File: src/rtl/irq_autoroute_pkg.sv
package irq_autoroute_pkg;

  typedef enum logic [1:0] {
    MODE_ASSUME = 2'd0,
    MODE_BROKEN = 2'd1,
    MODE_FORCE  = 2'd2
  } route_mode_e;

  localparam int unsigned PINS_PER_SLOT = 4;
  localparam int unsigned HOST_LINES    = 4;
  localparam int unsigned OFF_W         = 8;
  localparam int unsigned SLOT_LSB      = 11;

  localparam logic [OFF_W-1:0] LINE_REG_OFF = 8'h3C;
  localparam logic [7:0]       LEGACY_BASE  = 8'd27;
  localparam logic [7:0]       SHIFTED_BASE = 8'd91;

  // Decide what a guest's first interrupt-line write says about it.
  function automatic route_mode_e classify(input logic [1:0] slot_mod, input logic [7:0] val);
    logic [7:0] s_ext;
    s_ext = {6'd0, slot_mod};
    if (val == LEGACY_BASE) begin
      return (slot_mod == 2'd2) ? MODE_ASSUME : MODE_BROKEN;
    end
    if (val == LEGACY_BASE + s_ext) return MODE_BROKEN;
    if (val == SHIFTED_BASE + s_ext) return MODE_BROKEN;
    return MODE_FORCE;
  endfunction

  // The spare encoding falls back to the undecided state.
  function automatic route_mode_e legal_mode(input logic [1:0] code);
    return (code == 2'd3) ? MODE_ASSUME : route_mode_e'(code);
  endfunction

endpackage

File: src/rtl/irq_line_detect.sv
module irq_line_detect
  import irq_autoroute_pkg::*;
#(
  parameter int unsigned ADDR_W = 16
) (
  input  logic              clk,
  input  logic              rst,
  input  logic              cfg_wr,
  input  logic [ADDR_W-1:0] cfg_addr,
  input  logic [7:0]        cfg_wdata,
  input  logic              alt_board,
  input  logic [1:0]        mode_default,
  output route_mode_e       mode_q
);

  localparam int unsigned SLOT_MOD_HI = SLOT_LSB + 1;

  logic        line_hit;
  logic [1:0]  slot_mod;
  route_mode_e verdict;
  logic        unused_addr_bits;

  assign slot_mod  = cfg_addr[SLOT_MOD_HI:SLOT_LSB];
  assign line_hit  = cfg_wr && !alt_board && (cfg_addr[OFF_W-1:0] == LINE_REG_OFF);
  assign verdict   = classify(slot_mod, cfg_wdata);
  assign unused_addr_bits = ^{cfg_addr[SLOT_LSB-1:OFF_W], cfg_addr[ADDR_W-1:SLOT_MOD_HI+1]};

  always_ff @(posedge clk) begin
    if (rst) begin
      mode_q <= legal_mode(mode_default);
    end else if (line_hit && (mode_q == MODE_ASSUME)) begin
      mode_q <= verdict;
    end
  end

endmodule

File: src/rtl/irq_pin_router.sv
module irq_pin_router
  import irq_autoroute_pkg::*;
#(
  parameter int unsigned NUM_SLOTS = 8
) (
  input  logic                              clk,
  input  logic                              rst,
  input  logic                              alt_board,
  input  route_mode_e                       mode_q,
  input  logic [NUM_SLOTS*PINS_PER_SLOT-1:0] pin_req,
  output logic [HOST_LINES-1:0]             irq_out
);

  localparam int unsigned NUM_SRC = NUM_SLOTS * PINS_PER_SLOT;

  logic [HOST_LINES-1:0] src_hit [NUM_SRC];
  logic [HOST_LINES-1:0] irq_d;
  logic                  legacy;

  assign legacy = (mode_q == MODE_BROKEN);

  for (genvar g = 0; g < NUM_SRC; g++) begin : g_src
    localparam int unsigned SLOT_N = g / PINS_PER_SLOT;
    localparam int unsigned PIN_N  = g % PINS_PER_SLOT;
    localparam logic [1:0]  ID_DST  = 2'(PIN_N);
    localparam logic [1:0]  PRI_DST = 2'((SLOT_N + PIN_N + 2) % HOST_LINES);
    localparam logic [1:0]  ALT_DST = 2'((SLOT_N + PIN_N + 3) % HOST_LINES);
    logic [1:0] dst;
    always_comb begin
      if (legacy)         dst = ID_DST;
      else if (alt_board) dst = ALT_DST;
      else                dst = PRI_DST;
    end
    assign src_hit[g] = pin_req[g] ? (HOST_LINES'(1) << dst) : '0;
  end

  always_comb begin
    irq_d = '0;
    for (int i = 0; i < NUM_SRC; i++) begin
      irq_d = irq_d | src_hit[i];
    end
  end

  always_ff @(posedge clk) begin
    if (rst) irq_out <= '0;
    else     irq_out <= irq_d;
  end

endmodule

File: src/rtl/irq_autoroute.sv
module irq_autoroute
  import irq_autoroute_pkg::*;
#(
  parameter int unsigned NUM_SLOTS = 8,
  parameter int unsigned ADDR_W    = 16
) (
  input  logic                      clk,
  input  logic                      rst,
  input  logic                      cfg_wr,
  input  logic [ADDR_W-1:0]         cfg_addr,
  input  logic [7:0]                cfg_wdata,
  input  logic                      alt_board,
  input  logic [1:0]                mode_default,
  input  logic [4*NUM_SLOTS-1:0]    pin_req,
  output logic [3:0]                irq_out,
  output logic [1:0]                mode
);

  route_mode_e mode_q;

  irq_line_detect #(.ADDR_W(ADDR_W)) u_detect (
    .clk          (clk),
    .rst          (rst),
    .cfg_wr       (cfg_wr),
    .cfg_addr     (cfg_addr),
    .cfg_wdata    (cfg_wdata),
    .alt_board    (alt_board),
    .mode_default (mode_default),
    .mode_q       (mode_q)
  );

  irq_pin_router #(.NUM_SLOTS(NUM_SLOTS)) u_router (
    .clk       (clk),
    .rst       (rst),
    .alt_board (alt_board),
    .mode_q    (mode_q),
    .pin_req   (pin_req),
    .irq_out   (irq_out)
  );

  assign mode = mode_q;

endmodule

File: config.mk
export PLATFORM = sky130hd
export DESIGN_NAME = irq_autoroute
export DESIGN_NICKNAME = d
export VERILOG_FILES = /design/src/rtl/irq_autoroute_pkg.sv /design/src/rtl/irq_line_detect.sv /design/src/rtl/irq_pin_router.sv /design/src/rtl/irq_autoroute.sv
export SDC_FILE = /design/constraint.sdc
export NUM_CORES = 1
export LEC_CHECK = 0
export BUFFER_PORTS_ARGS = -buffer_cell sky130_fd_sc_hd__buf_2
export CORE_ASPECT_RATIO = 0.8
export CORE_UTILIZATION = 29
export DETAILED_ROUTE_END_ITERATION = 7
export PLACE_DENSITY = 0.72
export SYNTH_ARGS = -nofsm -noshare
export SYNTH_HDL_FRONTEND = slang
export SYNTH_SLANG_ARGS = --single-unit
File: constraint.sdc
create_clock -name clk -period 1.3 [get_ports clk]
set_clock_uncertainty 0.2 [all_clocks]
set_input_delay 0.065 -clock clk [delete_from_list [all_inputs] [get_ports clk]]
set_output_delay 0.065 -clock clk [all_outputs]
set_load 0.02 [all_outputs]
==> results.md, run 1 <==
* Routed Wire Length at 2360 um
* Critical path peak fanout at 4
* Finished Cell Area at 1270 um2
* Int Pwr at 510 uW
* Post-DR vias/cell at 5.22
* Max stage delay on crit path at 460 ps
* Share of layout cells above drive strength 1 at 62.4%
* Yosys warns at 0
* R2r startpoint: u_detect.mode_q[0]
* Clock latency on the worst-skew pair at 250 ps
* Seq cells post-synth at 6
* N_diodes at 0
* Min-delay src: pin_req[4]
* Largest net degree at the start of global routing at 11
* Crit path buffers/inverters at 1
* Setup TNS at -811 ps
* Crit path arrival time at 1230 ps
* Peak supply drop at 0.310 mV
* Post-synthesis cell type count at 31
* First-pass GRT wire length at 3550 um
* Port bufs at 61
* Fin cells at 181
* Max clock buf depth at 2
* Failing checks: negative hold slack, negative setup slack
* FF-to-FF setup slack at -160 ps
* R2r worst-path depth at 3
* Antenna-violating nets left at 0
* Placer Congestion at 0.846
* Clock Sinks at 6
* Number of fill cells at 154
* Cell Rows at 14
* Clock share of power at 26.0%
* Ports at 68
* Sw frac at 32.0%
* Initial DRC Count at 32
* Die ar. at 2180 um2
* Syn avg cell area at 7.92 um2
* Cells after synthesis at 73
* Worst Setup End Kind: flop
* Outcome: complete, but fails checks
* Hold path endpoint: u_router.irq_out[0]
* Total GRT Usage at 21.9%
* Worst EP required at 1070 ps
* Unrepaired setup endpoints after global routing: yes
* Crit-path cells: buf_4, nor4_4, a31o_2
* Dpl cells at 162
* Total of max-cap violations at 0
* Top Family by Delay on Critical Path: flip-flops
* Syn Nets at 137
* Logic gate share of total power at 45.4%
* # DRC at 0
* Crit-path slowest cell: edfxtp_1
* Worst hold slack at -5.31 ps
* CTS HTree Levels at 1
* Tmin final at 1460 ps
* Clock root cell: clkbuf_4
* Die width at 51.9 um
* Wire per inst at 13.1 um
* Utilization after layout at 68.0%
* Pwr dens at 589 nW/um2
* Final WS setup at -159 ps
* Hold Violations, Final at 2
* Max frequency at 686 MHz
* Static Leak at 0.576 nW
* Final-report setup violation count at 8
* Worst Setup Path Type: flop to flop
* Initial Util at 30.8%
* Least-Margin Pin Slew at 428 ps
* Cell area after synthesis at 578 um2
* Tcrit/Tclk final at 112%
* CP Depth at 3
* Layout area overhead at 120%
* DP HPWL at 1700 um
* Initial antenna violation count at 0
* DP Area at 986 um2
* Sw Pwr at 240 uW
* TritonRoute pass-1 iters at 4
* Max Slew Vio Count at 0
* Worst hold path depth at 3
* CTS clk-pin slew, worst paths at 50 ps
* Number of global-route vias before repair at 856
* Clock buffer count from CTS at 3
* R2r endpoint: u_detect.mode_q[0]
* CTS tree: done
* Core area at 1870 um2
* CP Launch Type: flop
* Hold WC Path Type: input pin to flop
* Die Y at 41.9 um
* Slew margin rel. at 71.2%
* Nets at 222
* Reg power frac at 28.6%
* Total gr overflow at 0
* Post-synthesis sequential area ratio at 24.2%
* Vias at 945
-- registers in the layout (all words and copies together) (netlist names) --
name / cells
u_router.irq_out: 4
u_detect.mode_q: 2
-- layout by cell type (no fill, tap or decap), types with 3 or more instances in the layout --
master	count
a21oi_2	3
buf_2	58
buf_4	11
buf_6	6
clkbuf_4	3
dfxtp_1	4
dlygate4sd3_1	7
nand3_1	5
nor2_1	8
nor3_1	3
nor4_1	8
nor4_4	3
xor2_1	3
-- metal layers --
layer	share of wire, %	track usage, %	vias to the layer above
met2	51	39.5	41
met3	6.8	5.13	8
met4	2.5	7.03	0
met1	40	24.6	430
met5	0	0	-
li1	-	-	466
-- final cells by class --
type                       instances  area, um2  share of cell area [%]
sequential                         6        140                    11.0
multi-input combinational         62        536                    42.0
timing repair buffer              82        510                    40.1
clock buffer                       4       26.3                    2.06
tap                               24       30.0                    2.36
inverter                           3       31.3                    2.46
-- power groups by stage --
| stage | Clock, mW | Sequential, mW | Combinational (mW) |
|---|---|---|---|
| finish | 0.195 | 0.214 | 0.341 |
| global route | 0.217 | 0.216 | 0.368 |
| CTS | 0.198 | 0.217 | 0.281 |
| detailed placement | 0 | 0.220 | 0.236 |
| global placement | 0 | 0.220 | 0.232 |
| floorplan | 0 | 0.235 | 0.0843 |
-- cell usage after synthesis, drive strengths merged --
library cell / n / area, um2
a211oi: 2 / 15.0
a21oi: 4 / 20.0
a311oi: 2 / 17.5
a31o: 2 / 17.5
a31oi: 2 / 12.5
a32o: 1 / 10.0
and4b: 1 / 10.0
and4bb: 1 / 12.5
buf: 1 / 5.00
clkbuf: 1 / 5.00
dfxtp: 4 / 80.1
edfxtp: 2 / 60.1
ha: 2 / 25.0
inv: 3 / 11.3
nand2: 2 / 7.51
nand2b: 1 / 8.76
nand3: 6 / 30.0
nand3b: 1 / 7.51
nand4: 2 / 12.5
nand4b: 2 / 17.5
nor2: 8 / 30.0
nor2b: 2 / 15.0
nor3: 3 / 15.0
nor3b: 1 / 7.51
nor4: 11 / 75.1
nor4bb: 1 / 10.0
o21ai: 1 / 5.00
o32ai: 1 / 8.76
xor2: 3 / 26.3
-- kinds of logic (layout without fill, tap and decap cells) --
group           Yosys count  after routing  synth area share (%)
xor+xnor                  3              3                  4.55
simple gates             42             42                  44.8
buf+inv                   5             89                  3.68
flops                     6              6                  24.2
fa+ha+maj                 2              2                  4.33
compound gates           15             15                  18.4
-- worst max path at each step --
stage	start	to	slack, ps
floorplan	u_detect.mode_q[1]	u_detect.mode_q[0]	-170
global placement	cfg_addr[11]	u_detect.mode_q[1]	-290
detailed placement	cfg_addr[11]	u_detect.mode_q[1]	-310
CTS	u_detect.mode_q[1]	u_detect.mode_q[0]	-140
global route	u_detect.mode_q[1]	u_router.irq_out[0]	-220
finish	u_detect.mode_q[0]	u_detect.mode_q[0]	-160
-- stage by stage --
| stage | setup WS [ps] | power (mW) |
|---|---|---|
| 3_5_place_dp | -311 | 0.456 |
| 4_1_cts | -140 | 0.695 |
| 3_3_place_gp | -288 | 0.452 |
| 6_report | -159 | 0.750 |
| 5_1_grt | -223 | 0.801 |
| 2_1_floorplan | -167 | 0.319 |
-- worst register-to-register path: cells and delay by family, from the launching register on --
family / cells / cell delay, ps
DFF: 1 / 460
buffers and inverters: 1 / 190
and+or+nand+nor: 1 / 130
AOI/OAI and AO/OA: 1 / 200
-- what timing repair did --
item / 4_1_cts / 5_1_grt
resized for setup: 11 / 17
endpoints found under the setup margin: 8 / 9
buffers inserted: 3 / 5
pin swaps: 8 / 8
hold buffers: 6 / 1
endpoints found under the hold margin: 6 / 1
gates cloned: 0 / 0
Note: power is estimated with default switching activity, not from simulation.
==> run 2: changes to the inputs <==
- SETUP_SLACK_MARGIN: unset -> 0.4
==> results.md, run 2 (synthesis results as in run 1) <==
* Outcome: complete, but fails checks
* Failing checks: negative hold slack, negative setup slack
* Initial Util at 30.8% (unchanged)
* FF-to-FF setup slack at -190 ps (-30 ps)
* TritonRoute pass-1 iters at 4 (unchanged)
* Clock root cell: clkbuf_4
* R2r endpoint: u_router.irq_out[1]
* CTS clk-pin slew, worst paths at 50 ps (about the same)
* Wire per inst at 12.4 um (-5.1%)
* Most common cell after layout, fill and taps aside: buf_2
* Tmin final at 1490 ps (+30.8 ps)
* Number of fill cells at 171 (+11%)
* Dpl cells at 161 (-0.62%)
* Cell Rows at 14 (unchanged)
* Hold Violations, Final at 6 (+4)
* CP endpoint: u_router.irq_out[1]
* Tcrit/Tclk final at 115% (+2.4 points)
* Final WS setup at -189 ps (-30.8 ps)
* First-pass GRT wire length at 3280 um (-7.6%)
* Worst Setup End Kind: flop
* Largest net degree at the start of global routing at 10 (-1)
* Utilization after layout at 60.7% (-7.3 points)
* Crit path arrival time at 1430 ps (+200 ps)
* Critical path peak fanout at 4 (unchanged)
* Fin cells at 170 (-6.1%)
* Share of layout cells above drive strength 1 at 62.3% (-0.092 points)
* Layout area overhead at 96.8%
* Clock Sinks at 6 (unchanged)
* Total of max-cap violations at 0 (unchanged)
* Max stage delay on crit path at 420 ps (-40 ps)
* Post-DR vias/cell at 5.16 (-1.1%)
* Die Y at 41.9 um (unchanged)
* DP Area at 978 um2 (-0.76%)
* Pwr dens at 616 nW/um2 (+4.6%)
* Initial DRC Count at 34 (+6.3%)
* Core area at 1870 um2 (unchanged)
* Nets at 211 (-5.0%)
* Finished Cell Area at 1140 um2 (-11%)
* Hold WC Path Type: input pin to flop
* Number of global-route vias before repair at 784 (-8.4%)
* # DRC at 0 (unchanged)
* Total gr overflow at 0 (unchanged)
* Port bufs at 61 (unchanged)
* CP Launch Type: flop
* Max Slew Vio Count at 0 (unchanged)
* Die width at 51.9 um (unchanged)
* Clock buffer count from CTS at 3 (unchanged)
* Top cell by count, worst path: buf_4
* Crit-path cells: buf_4, nor2b_4, buf_4, a21oi_1, a311oi_1
* Worst Setup Path Type: flop to flop
* Final-report setup violation count at 7 (-1)
* Least-Margin Pin Slew at 422 ps (-6.54 ps)
* R2r startpoint: u_detect.mode_q[1]
* CTS tree: done
* Die ar. at 2180 um2 (unchanged)
* Initial antenna violation count at 0 (unchanged)
* Slew margin rel. at 71.6% (+0.44 points)
* Placer Congestion at 0.837 (-1.1%)
* Max frequency at 671 MHz (-2.1%)
* DP HPWL at 1680 um (-0.63%)
* R2r worst-path depth at 5 (+2)
* Clock latency on the worst-skew pair at 250 ps (about the same)
* Worst EP required at 1240 ps (+170 ps)
* Max clock buf depth at 2 (unchanged)
* Ports at 68 (unchanged)
* Crit path buffers/inverters at 2 (+1)
* CP Depth at 5 (+2)
* Most frequent cells in the layout: buf_2 (55), buf_4 (10), nor2_1 (8), nor4_1 (8), nand3_1 (5)
* Static Leak at 0.519 nW (-9.9%)
* Unrepaired setup endpoints after global routing: yes
* Crit-path slowest cell: edfxtp_1
* Number of flip-flops under the largest register name at 4 (unchanged)
* Worst hold slack at -93.2 ps (-87.8 ps)
* Top Family by Delay on Critical Path: flip-flops
* PnR Total Power at 700 uW (-6.6%)
* CTS HTree Levels at 1 (unchanged)
* Peak supply drop at 0.533 mV (+72%)
* Vias at 878 (-7.1%)
* Total GRT Usage at 20.1% (-1.8 points)
* Critical Path Start: u_detect.mode_q[1]
* Routed Wire Length at 2110 um (-11%)
* Top flop regs: u_router.irq_out: 4 flops, u_detect.mode_q: 2 flops
* Most flops, register: u_router.irq_out
* Antenna-violating nets left at 0 (unchanged)
* N_diodes at 0 (unchanged)
## run 2: power by group
| group | leakage (nW) | switching, mW | internal, mW |
|---|---|---|---|
| clock network | 0.0150 | 0.0796 | 0.117 |
| registers | 0.0532 | 0.00963 | 0.209 |
| logic | 0.450 | 0.129 | 0.156 |
| total | 0.519 | 0.218 | 0.482 |
## run 2: worst min path at each step
stage,cells after the start,startpoint,end,slack [ps]
after global routing,2,rst,u_router.irq_out[3],-70
final,2,rst,u_router.irq_out[3],-90
after CTS,2,rst,u_router.irq_out[3],-90
after floorplan,2,pin_req[23],u_router.irq_out[3],80
after detailed placement,2,rst,u_router.irq_out[2],180
after global placement,2,rst,u_router.irq_out[3],170
## run 2: worst reg2reg max path, delay by kind of cell, from the launching register on
family	cells	cell delay [ps]
buffers and inverters	2	320
and+or+nand+nor	1	150
DFF	1	420
AOI/OAI and AO/OA	2	290
## run 2: metal layers
| metal | vias up | GRT usage [%] | part of all wire (%) |
|---|---|---|---|
| li1 | 440 | - | - |
| met1 | 386 | 25.1 | 40 |
| met2 | 50 | 33.8 | 50 |
| met3 | 2 | 4.76 | 9.5 |
| met4 | 0 | 5.41 | 0.52 |
| met5 | - | 0 | 0 |
## run 2: what timing repair did
action	in CTS	in global routing
endpoints found under the setup margin	14	14
endpoints found under the hold margin	6	6
buffers inserted	1	4
gates resized for setup	22	4
pin swaps	9	3
## run 2: stage by stage
stage | setup TNS [ps] | setup WS (ps)
after CTS | -613 | -152
final | -947 | -189
after floorplan | -859 | -167
after global routing | -1280 | -229
after detailed placement | -1400 | -324
after global placement | -1240 | -288
## run 2: cell type report
class	instances	area (um2)	area share, %
Multi-Input combinational cell	62	474	41.7
Timing Repair Buffer	71	430	37.8
Tap cell	24	30.0	2.64
Inverter	3	31.3	2.75
Clock buffer	4	26.3	2.31
Sequential cell	6	145	12.8
